### src/rtl/recall_pkg.sv
package recall_pkg;
  typedef enum logic [1:0] {
    ST_WAIT  = 2'd0,
    ST_CLEAR = 2'd1,
    ST_COPY  = 2'd2,
    ST_RUN   = 2'd3
  } rcl_state_e;
endpackage

### src/rtl/rcl_rst_sync.sv
module rcl_rst_sync #(
  parameter int STAGES = 2
) (
  input  logic clk,
  input  logic rst_n,
  output logic rst_n_o
);
  logic [STAGES-1:0] sync_q;

  always_ff @(posedge clk or negedge rst_n) begin
    if (!rst_n) sync_q <= '0;
    else        sync_q <= {sync_q[STAGES-2:0], 1'b1};
  end

  assign rst_n_o = sync_q[STAGES-1];
endmodule

### src/rtl/rcl_pend_latch.sv
module rcl_pend_latch (
  input  logic clk,
  input  logic rst_n,
  input  logic set_i,
  input  logic clr_i,
  output logic pend_o
);
  logic pend_q, pend_d;

  always_comb begin
    pend_d = pend_q;
    if (set_i)      pend_d = 1'b1;
    else if (clr_i) pend_d = 1'b0;
  end

  // power-up counts as a supply loss: the request starts armed
  always_ff @(posedge clk or negedge rst_n) begin
    if (!rst_n) pend_q <= 1'b1;
    else        pend_q <= pend_d;
  end

  assign pend_o = pend_q;


  pend_set_chk: assert property (@(posedge clk) disable iff (!rst_n)
    set_i |=> pend_o);
endmodule

### src/rtl/rcl_phase_timer.sv
module rcl_phase_timer #(
  parameter int CLEAR_CYCLES = 4,
  parameter int COPY_CYCLES  = 6,
  localparam int MAXC = (CLEAR_CYCLES > COPY_CYCLES) ? CLEAR_CYCLES : COPY_CYCLES,
  localparam int CW   = $clog2(MAXC + 1)
) (
  input  logic clk,
  input  logic rst_n,
  input  logic busy_i,
  input  logic restart_i,
  input  logic copy_i,
  output logic last_o
);
  localparam logic [CW-1:0] CLR_LAST = CW'(CLEAR_CYCLES - 1);
  localparam logic [CW-1:0] CPY_LAST = CW'(COPY_CYCLES - 1);

  logic [CW-1:0] cnt_q, cnt_d;
  logic          cnt_en;

  assign cnt_en = busy_i || restart_i || (cnt_q != '0);

  always_comb begin
    if (restart_i || !busy_i) cnt_d = '0;
    else                      cnt_d = cnt_q + 1'b1;
  end

  always_ff @(posedge clk or negedge rst_n) begin
    if (!rst_n)      cnt_q <= '0;
    else if (cnt_en) cnt_q <= cnt_d;
  end

  assign last_o = busy_i && (cnt_q == (copy_i ? CPY_LAST : CLR_LAST));


  cnt_range_chk: assert property (@(posedge clk) disable iff (!rst_n)
    busy_i |-> (cnt_q <= (copy_i ? CPY_LAST : CLR_LAST)));
endmodule

### src/rtl/rcl_write_guard.sv
module rcl_write_guard (
  input  logic clk,
  input  logic rst_n,
  input  logic run_i,
  input  logic end_i,
  input  logic sel_i,
  input  logic wr_i,
  output logic grant_o
);
  logic block_q, block_d;
  logic held;

  assign held = sel_i && wr_i;

  always_comb begin
    if (end_i) block_d = held;
    else       block_d = block_q && held;
  end

  always_ff @(posedge clk or negedge rst_n) begin
    if (!rst_n) block_q <= 1'b0;
    else        block_q <= block_d;
  end

  assign grant_o = run_i && held && !block_q;


  held_write_chk: assert property (@(posedge clk) disable iff (!rst_n)
    (end_i && held) |=> (!held || !grant_o));
endmodule

### src/rtl/pwrup_recall_ctrl.sv
module pwrup_recall_ctrl
  import recall_pkg::*;
#(
  parameter int CLEAR_CYCLES = 4,
  parameter int COPY_CYCLES  = 6
) (
  input  logic clk,
  input  logic rst_n,
  input  logic supply_low,
  input  logic cap_ok,
  input  logic chip_sel,
  input  logic wr_req,
  output logic chip_disable,
  output logic rcl_start,
  output logic rcl_clear,
  output logic rcl_copy,
  output logic wr_grant
);
  logic       rst_n_s;
  rcl_state_e state_q, state_d;
  logic       pend, phase_last, busy, restart, recall_end;
  logic       start_q, start_d;

  rcl_rst_sync #(.STAGES(2)) u_rst (
    .clk(clk), .rst_n(rst_n), .rst_n_o(rst_n_s)
  );

  always_comb begin
    state_d = state_q;
    unique case (state_q)
      ST_WAIT:  if (pend && cap_ok && !supply_low) state_d = ST_CLEAR;
      ST_CLEAR: if (supply_low) state_d = ST_WAIT;
                else if (phase_last) state_d = ST_COPY;
      ST_COPY:  if (supply_low) state_d = ST_WAIT;
                else if (phase_last) state_d = ST_RUN;
      ST_RUN:   if (supply_low) state_d = ST_WAIT;
      default:  state_d = ST_WAIT;
    endcase
  end

  assign busy       = (state_q == ST_CLEAR) || (state_q == ST_COPY);
  assign restart    = (state_d != state_q);
  assign recall_end = (state_q == ST_COPY) && (state_d == ST_RUN);
  assign start_d    = (state_q == ST_WAIT) && (state_d == ST_CLEAR);

  always_ff @(posedge clk or negedge rst_n_s) begin
    if (!rst_n_s) begin
      state_q <= ST_WAIT;
      start_q <= 1'b0;
    end else begin
      state_q <= state_d;
      start_q <= start_d;
    end
  end

  rcl_pend_latch u_pend (
    .clk(clk), .rst_n(rst_n_s),
    .set_i(supply_low), .clr_i(recall_end), .pend_o(pend)
  );

  rcl_phase_timer #(.CLEAR_CYCLES(CLEAR_CYCLES), .COPY_CYCLES(COPY_CYCLES)) u_tmr (
    .clk(clk), .rst_n(rst_n_s),
    .busy_i(busy), .restart_i(restart),
    .copy_i(state_q == ST_COPY), .last_o(phase_last)
  );

  rcl_write_guard u_wg (
    .clk(clk), .rst_n(rst_n_s),
    .run_i(state_q == ST_RUN), .end_i(recall_end),
    .sel_i(chip_sel), .wr_i(wr_req), .grant_o(wr_grant)
  );

  assign chip_disable = (state_q != ST_RUN);
  assign rcl_clear    = (state_q == ST_CLEAR);
  assign rcl_copy     = (state_q == ST_COPY);
  assign rcl_start    = start_q;


  start_in_clear_chk: assert property (@(posedge clk) disable iff (!rst_n_s)
    rcl_start |-> (rcl_clear && $rose(rcl_clear)));

  abort_chk: assert property (@(posedge clk) disable iff (!rst_n_s)
    (supply_low && busy) |=> (!rcl_clear && !rcl_copy && chip_disable));

  grant_run_chk: assert property (@(posedge clk) disable iff (!rst_n_s)
    wr_grant |-> (!chip_disable && chip_sel && wr_req));

  phase_order_chk: assert property (@(posedge clk) disable iff (!rst_n_s)
    ($fell(rcl_clear) && !supply_low && !$past(supply_low)) |-> rcl_copy);
endmodule

### config.mk
export PLATFORM = sky130hd
export DESIGN_NAME = pwrup_recall_ctrl
export DESIGN_NICKNAME = d
export VERILOG_FILES = /design/src/rtl/recall_pkg.sv /design/src/rtl/rcl_rst_sync.sv /design/src/rtl/rcl_pend_latch.sv /design/src/rtl/rcl_phase_timer.sv /design/src/rtl/rcl_write_guard.sv /design/src/rtl/pwrup_recall_ctrl.sv
export SDC_FILE = /design/constraint.sdc
export NUM_CORES = 1
export LEC_CHECK = 0
export ABC_AREA = 1
export ABC_CLOCK_PERIOD_IN_PS = 1800
export BUFFER_PORTS_ARGS = -buffer_cell sky130_fd_sc_hd__buf_2
export CORE_AREA = 2 2 39 41
export DETAILED_ROUTE_END_ITERATION = 7
export DIE_AREA = 0 0 41 43
export PLACE_DENSITY = 0.7
export SYNTH_ARGS = -nofsm -noshare
export SYNTH_HDL_FRONTEND = slang
export SYNTH_HIERARCHICAL = 1
export SYNTH_SLANG_ARGS = --single-unit
### constraint.sdc
create_clock -name clk -period 1.8 [get_ports clk]
set_input_delay 0.27 -clock clk [delete_from_list [all_inputs] [get_ports clk]]
set_output_delay 0.27 -clock clk [all_outputs]
set_load 0.02 [all_outputs]
======== Word-level counts from Yosys, hierarchy flattened ========
Cells that the tools add are included.
storage, ports and cells
  flip-flop bits (word level) ............. 10
  bits in latches ......................... 0
  memory bits (writable) .................. 0
  memory bits (read-only) ................. 0
  input bits .............................. 6
  output and inout port bits .............. 5
  logic and storage cells ................. 46
  memories ................................ 0
operators by class
  add/subtract/negate cells ............... 1
  $mul .................................... 0
  div/mod/pow operators ................... 0
  $lt $le $gt $ge ......................... 0
  equality and inequality tests ........... 8
  shift-type cells ........................ 0
  mux-type cells .......................... 12
  bitwise logic cells ..................... 0
  reductions and logical operators ........ 19
operators by type and width
  kind                 number
  $mux 2               6
  $logic_and 1x1->1    9
  $pmux 2 s4           1
  $eq 2x2->1 const B   3
  $mux 3               2
  $eq 2x1->1 const B   2
  $logic_or 1x1->1     4
  $add 3x1->3 const B  1
  $eq 3x3->1           1
  $logic_not 1->1      3
  $mux 1               3
  $reduce_bool 3->1    1
  $logic_not 2->1      1
  $ne 2x2->1           1
  $ne 2x2->1 const B   1
  $reduce_bool 2->1    1

======== Logic depth before layout (Yosys ltp) ========
  depth after elaboration ................. 11
  gate-level depth with buffers ........... 16
  depth with buffers taken out ............ 16

======== Cells and area by module ========
The synthesis kept the hierarchy.
by module, submodules not included
  module             times used  cells each  area an instance (µm²)  sequential area each (µm²)
  pwrup_recall_ctrl  1           42          291.5                   75.1
  rcl_phase_timer    1           31          211.5                   75.1
  rcl_rst_sync       1           3           53.8                    50.0
  rcl_write_guard    1           7           47.5                    25.0
  rcl_pend_latch     1           5           41.3                    26.3

======== Worst setup path after synthesis ========
Ideal clock, no wire load.
  path kind ............................... register to register
  start point ............................. reg state_q[0]
  end point ............................... reg u_tmr.cnt_q[0]
  library setup time ...................... 65 ps
  data arrival time ....................... 1932 ps
  data required time ...................... 1735 ps
  path slack .............................. -197 ps
  stages on the path, launching flop included .. 17
  path buffers ............................ 0
  period minus slack after synthesis ...... 1997 ps
  path through ............................ dfrtp_1 inv_1 ha_1 inv_1 nand2_1 nand2_1 nor2_1 inv_1 nand2_1 nand2_1 nand3_1 nand2_1 nand3_1 nand3_1 nor2_1 nand3_1 nand2_1
between the ends
  word-level cells in the longest chain between the ends .. 10
  elaborated cells between the ends (all ways) .. 21
  those cells by class .................... 5 x eq/ne; 9 x mux; 7 x reduce/logical
RTL lines
  element                                            RTL line                                          text
  start, declared                                    pwrup_recall_ctrl.sv:20                           rcl_state_e state_q, state_d;
  start signal, assigned                             pwrup_recall_ctrl.sv:51                           state_q <= state_d;
  $eq 2x2->1 (*)                                     -
  via rcl_copy                                       pwrup_recall_ctrl.sv:16                           output logic rcl_copy,
  $mux 3                                             rcl_phase_timer.sv:32                             assign last_o = busy_i && (cnt_q == (copy_i ? CPY_LAST : CLR_LAST));
  $eq 3x3->1                                         rcl_phase_timer.sv:32
  $logic_and 1x1->1 (*)                              rcl_phase_timer.sv:32
  via phase_last                                     pwrup_recall_ctrl.sv:21                           logic pend, phase_last, busy, restart, recall_end;
  $mux 2 (on tied branches)                          pwrup_recall_ctrl.sv:35, pwrup_recall_ctrl.sv:33
  $mux 2 (on tied branches)                          pwrup_recall_ctrl.sv:34, pwrup_recall_ctrl.sv:32
  $pmux 2 s4 (*)                                     pwrup_recall_ctrl.sv:30                           unique case (state_q)
  $ne 2x2->1 (*)                                     pwrup_recall_ctrl.sv:42                           assign restart = (state_d != state_q);
  via restart                                        pwrup_recall_ctrl.sv:21
  $logic_or 1x1->1 (on tied branches)                rcl_phase_timer.sv:23, rcl_phase_timer.sv:20
  $mux 3 / $logic_or 1x1->1 (equally long branches)  rcl_phase_timer.sv:23, rcl_phase_timer.sv:20
  end signal, assigned                               rcl_phase_timer.sv:29                             else if (cnt_en) cnt_q <= cnt_d;
  end, declared                                      rcl_phase_timer.sv:17                             logic [CW-1:0] cnt_q, cnt_d;
The timed path passes the listed nets; every way through them passes the cells marked *.
A chain may end at the register's enable or synchronous reset.

======== Worst setup path in the final report ========
  start point ............................. reg state_q[0]
  end point ............................... reg u_tmr.cnt_q[1]
between the ends
  elaborated cells between the ends (all ways) .. 21
  those cells by class .................... 5 x eq/ne; 9 x mux; 7 x reduce/logical
RTL lines
  element                                            RTL line                                          text
  $eq 2x1->1 / $eq 2x2->1 (equally long branches)    pwrup_recall_ctrl.sv:41                           assign busy = (state_q == ST_CLEAR) || (state_q == ST_COPY);
  $logic_or 1x1->1 (*)                               pwrup_recall_ctrl.sv:41
  via busy                                           pwrup_recall_ctrl.sv:21
  $logic_and 1x1->1 (*)                              rcl_phase_timer.sv:32
  via phase_last                                     pwrup_recall_ctrl.sv:21
  $mux 2 (on tied branches)                          pwrup_recall_ctrl.sv:35, pwrup_recall_ctrl.sv:33
  $mux 2 (on tied branches)                          pwrup_recall_ctrl.sv:34, pwrup_recall_ctrl.sv:32
  $pmux 2 s4 (*)                                     pwrup_recall_ctrl.sv:30
  $ne 2x2->1 (*)                                     pwrup_recall_ctrl.sv:42
  via restart                                        pwrup_recall_ctrl.sv:21
  $logic_or 1x1->1 (on tied branches)                rcl_phase_timer.sv:23, rcl_phase_timer.sv:20
  $mux 3 / $logic_or 1x1->1 (equally long branches)  rcl_phase_timer.sv:23, rcl_phase_timer.sv:20
Marked as above.

==> flow_metrics.env <==
export IMPL_fin_skew_ns=0.00307
export IMPL_start_util_pct=46.7
export IMPL_grt_busiest_layer="met2"
export IMPL_yosysSeqAreaShare_pct=39.0
export IMPL_cts_sinks=10
export IMPL_final_nets=124
export IMPL_antenna_found_initial=0
export IMPL_vias=590
export IMPL_htreeDepth=1
export IMPL_maxCapViolCount=0
export IMPL_dieArea_mm2=0.00176
export IMPL_cts_max_path_buffers=2
export IMPL_fill_cells=131
export IMPL_synth_distinct_cells=16
export IMPL_clk_pin_slew_ns=0.07
export IMPL_grtUsageTotal_pct=17.6
export IMPL_crit_path_max_fanout=3
export IMPL_place_area_um2=808
export IMPL_ioPinCount=11
export IMPL_cts_made_buffers=3
export IMPL_failed_checks="negative setup slack"
export IMPL_placed_cells=122
export IMPL_wire_per_inst_um=10.8
export IMPL_setup_slack_ns=-0.0489
export IMPL_syn_avg_cell_area_um2=7.34
export IMPL_clk_latency_ns=0.26
export IMPL_diodes=0
export IMPL_port_buffers=10
export IMPL_layout_min_cycle_time_ns=1.85
export IMPL_endpoint_kind="flip-flop"
export IMPL_start_kind="flip-flop"
export IMPL_drv_slew=0
export IMPL_routabilityCongestion=0.742
export IMPL_dr_pass1_iters=4
export IMPL_die_h_um=43
export IMPL_path_class="flip-flop to flip-flop"
export IMPL_root_buffer="clkbuf_4"
export IMPL_met1_usage_pct=18.7
export IMPL_rsz0062_at_grt="true"
export IMPL_final_util_pct=63.9
export IMPL_areaGrowthSynthToFinish_pct=37.0
export IMPL_design_area_um2=885
export IMPL_hp_class="flip-flop to async pin"
export IMPL_drive_above_1_share_pct=42.3
export IMPL_grt_max_degree=9
export IMPL_ys_ff_latch=10
export IMPL_routed_wl_um=1370
export IMPL_synth_cells=88
export IMPL_grt_pass1_wl_um=2080
export IMPL_hold_viol=0
export IMPL_grt_pass1_vias=534
export IMPL_cp_data_required_time_ns=2.00
export IMPL_synth_warning_count=6
export IMPL_use_met3_pct=4.71
export IMPL_layout_cells_non_filler=127
export IMPL_drt_iter0_markers=9
export IMPL_dp_hpwl_um=1030
export IMPL_syn_nets=100
export IMPL_fp_dieW_um=41
export IMPL_period_share_pct=103
export IMPL_core_mm2=0.00138
export IMPL_arrival_ns=2.05
export IMPL_outcome="finished with violations"
export IMPL_gr_usage_met2_pct=30.9
export IMPL_drc=0
export IMPL_cts_tree="done"
export IMPL_fmax_mhz=541
export IMPL_ant_nets=0
export IMPL_p_leak_nw=0.478
export IMPL_mappedNetlistArea_um2=646
export IMPL_power_density_mw_per_mm2=1270
export IMPL_grt_ovfl_total=0
export IMPL_setup_viol=3
export IMPL_power_mw=1.12
export IMPL_rows=14
export IMPL_post_cts_setup_buffer_count=0
export IMPL_viasPerCell=4.65
export IMPL_vdd_drop_max_uv=932
[per-layer routing]
layer	part of all wire [%]	up-vias
li1	-	309
met1	41	272
met4	0	0
met3	2.4	0
met2	56	9
met5	0	-
[power breakdown]
part / leakage (nW) / switching, mW / internal (mW)
Combinational: 0.330 / 0.368 / 0.260
Sequential: 0.127 / 0.0324 / 0.267
Clock: 0.0210 / 0.0750 / 0.123
Total: 0.478 / 0.475 / 0.650
[area by class of cell]
type / instances / area [um2] / area share, %
Tap cell: 16 / 20.0 / 2.26
Inverter: 17 / 63.8 / 7.21
Timing Repair Buffer: 19 / 120 / 13.6
Multi-Input combinational cell: 61 / 393 / 44.4
Sequential cell: 10 / 251 / 28.4
Clock buffer: 4 / 36.3 / 4.10
[metrics by stage]
stage               setup slack, ns  setup TNS [ns]  hold slack, ns
finish                      -0.0489          -0.116           0.128
global route                 -0.208          -0.882           0.153
CTS                         -0.0298         -0.0413           0.135
detailed placement          -0.0530          -0.129          0.0583
global placement            -0.0303         -0.0717          0.0553
floorplan                  -0.00301        -0.00604         -0.0256
[registers in the layout, summed over array words and instances, names as in the netlist]
signal and flops:
u_rst/sync_q 2, u_wg/block_q 1, state_q 2, u_pend/pend_o 1
u_tmr/cnt_q 3, rcl_start 1
[cell usage after synthesis, drive strengths merged]
cell type,n,area share (%)
nand2,29,18
inv,17,9.9
nor2,13,9.1
dfrtp,9,35
nand3,9,8.5
ha,6,12
a21oi,1,0.77
conb,1,0.58
dfstp,1,4.1
nor3,1,1.6
o21ai,1,1.4
[cells by family (layout without fill, tap and decap cells)]
kind of cell	after synthesis	count (layout)	share of synthesized area, %
compound gates	2	2	2.13
fa+ha+maj	6	6	11.6
buf+inv	17	40	9.88
flops	10	10	39.0
other cells	1	1	0.581
simple gates	52	52	36.8
[cells in the final DEF, fill, tap and decap left out]
cell type      instances
clkbuf_4               3
nand3_1                4
o21ai_2                1
dlygate4sd3_1          1
inv_2                  5
conb_1                 1
nand3_4                1
nand2_2                5
clkbuf_8               1
dfrtp_1                9
ha_1                   4
nand3_2                4
nor2_1                 8
nor3_2                 1
nor2_2                 4
a21oi_1                1
buf_4                  8
ha_4                   2
buf_2                 10
nor2_4                 1
inv_1                 12
dfstp_2                1
nand2_1               24
[critical path, stage by stage (launching register included)]
cell	delay (ns)
dfrtp_1	0.36
inv_2	0.08
ha_4	0.26
nand2_1	0.04
inv_1	0.05
nand2_1	0.06
nor2_2	0.15
inv_2	0.06
nand2_2	0.05
nand3_2	0.10
nand2_1	0.08
nand2_1	0.06
nand2_2	0.07
nand3_4	0.09
nor2_2	0.12
nand3_1	0.09
nand2_1	0.07
[worst paths after layout]
kind / cells after the start / slack, ns / startpoint / to
min: 0 / 0.13 / u_rst/sync_q[1] / state_q[1]
max in group asynchronous: 2 / 1.38 / rst_n / u_rst/sync_q[0]
max: 16 / -0.05 / state_q[0] / u_tmr/cnt_q[1]
min in group clk: 3 / 0.22 / supply_low / u_pend/pend_o
min reg2reg: 0 / 0.13 / u_rst/sync_q[1] / state_q[1]
max reg2reg: 16 / -0.05 / state_q[0] / u_tmr/cnt_q[1]
[timing repair]
item                                   4_1_cts  5_1_grt
resized for setup                            1        8
hold buffers                                 1        0
endpoints found under the hold margin        2        0
setup endpoints to repair                    3        6
pin swaps                                    1        4
(Power assumes the default switching activity.)
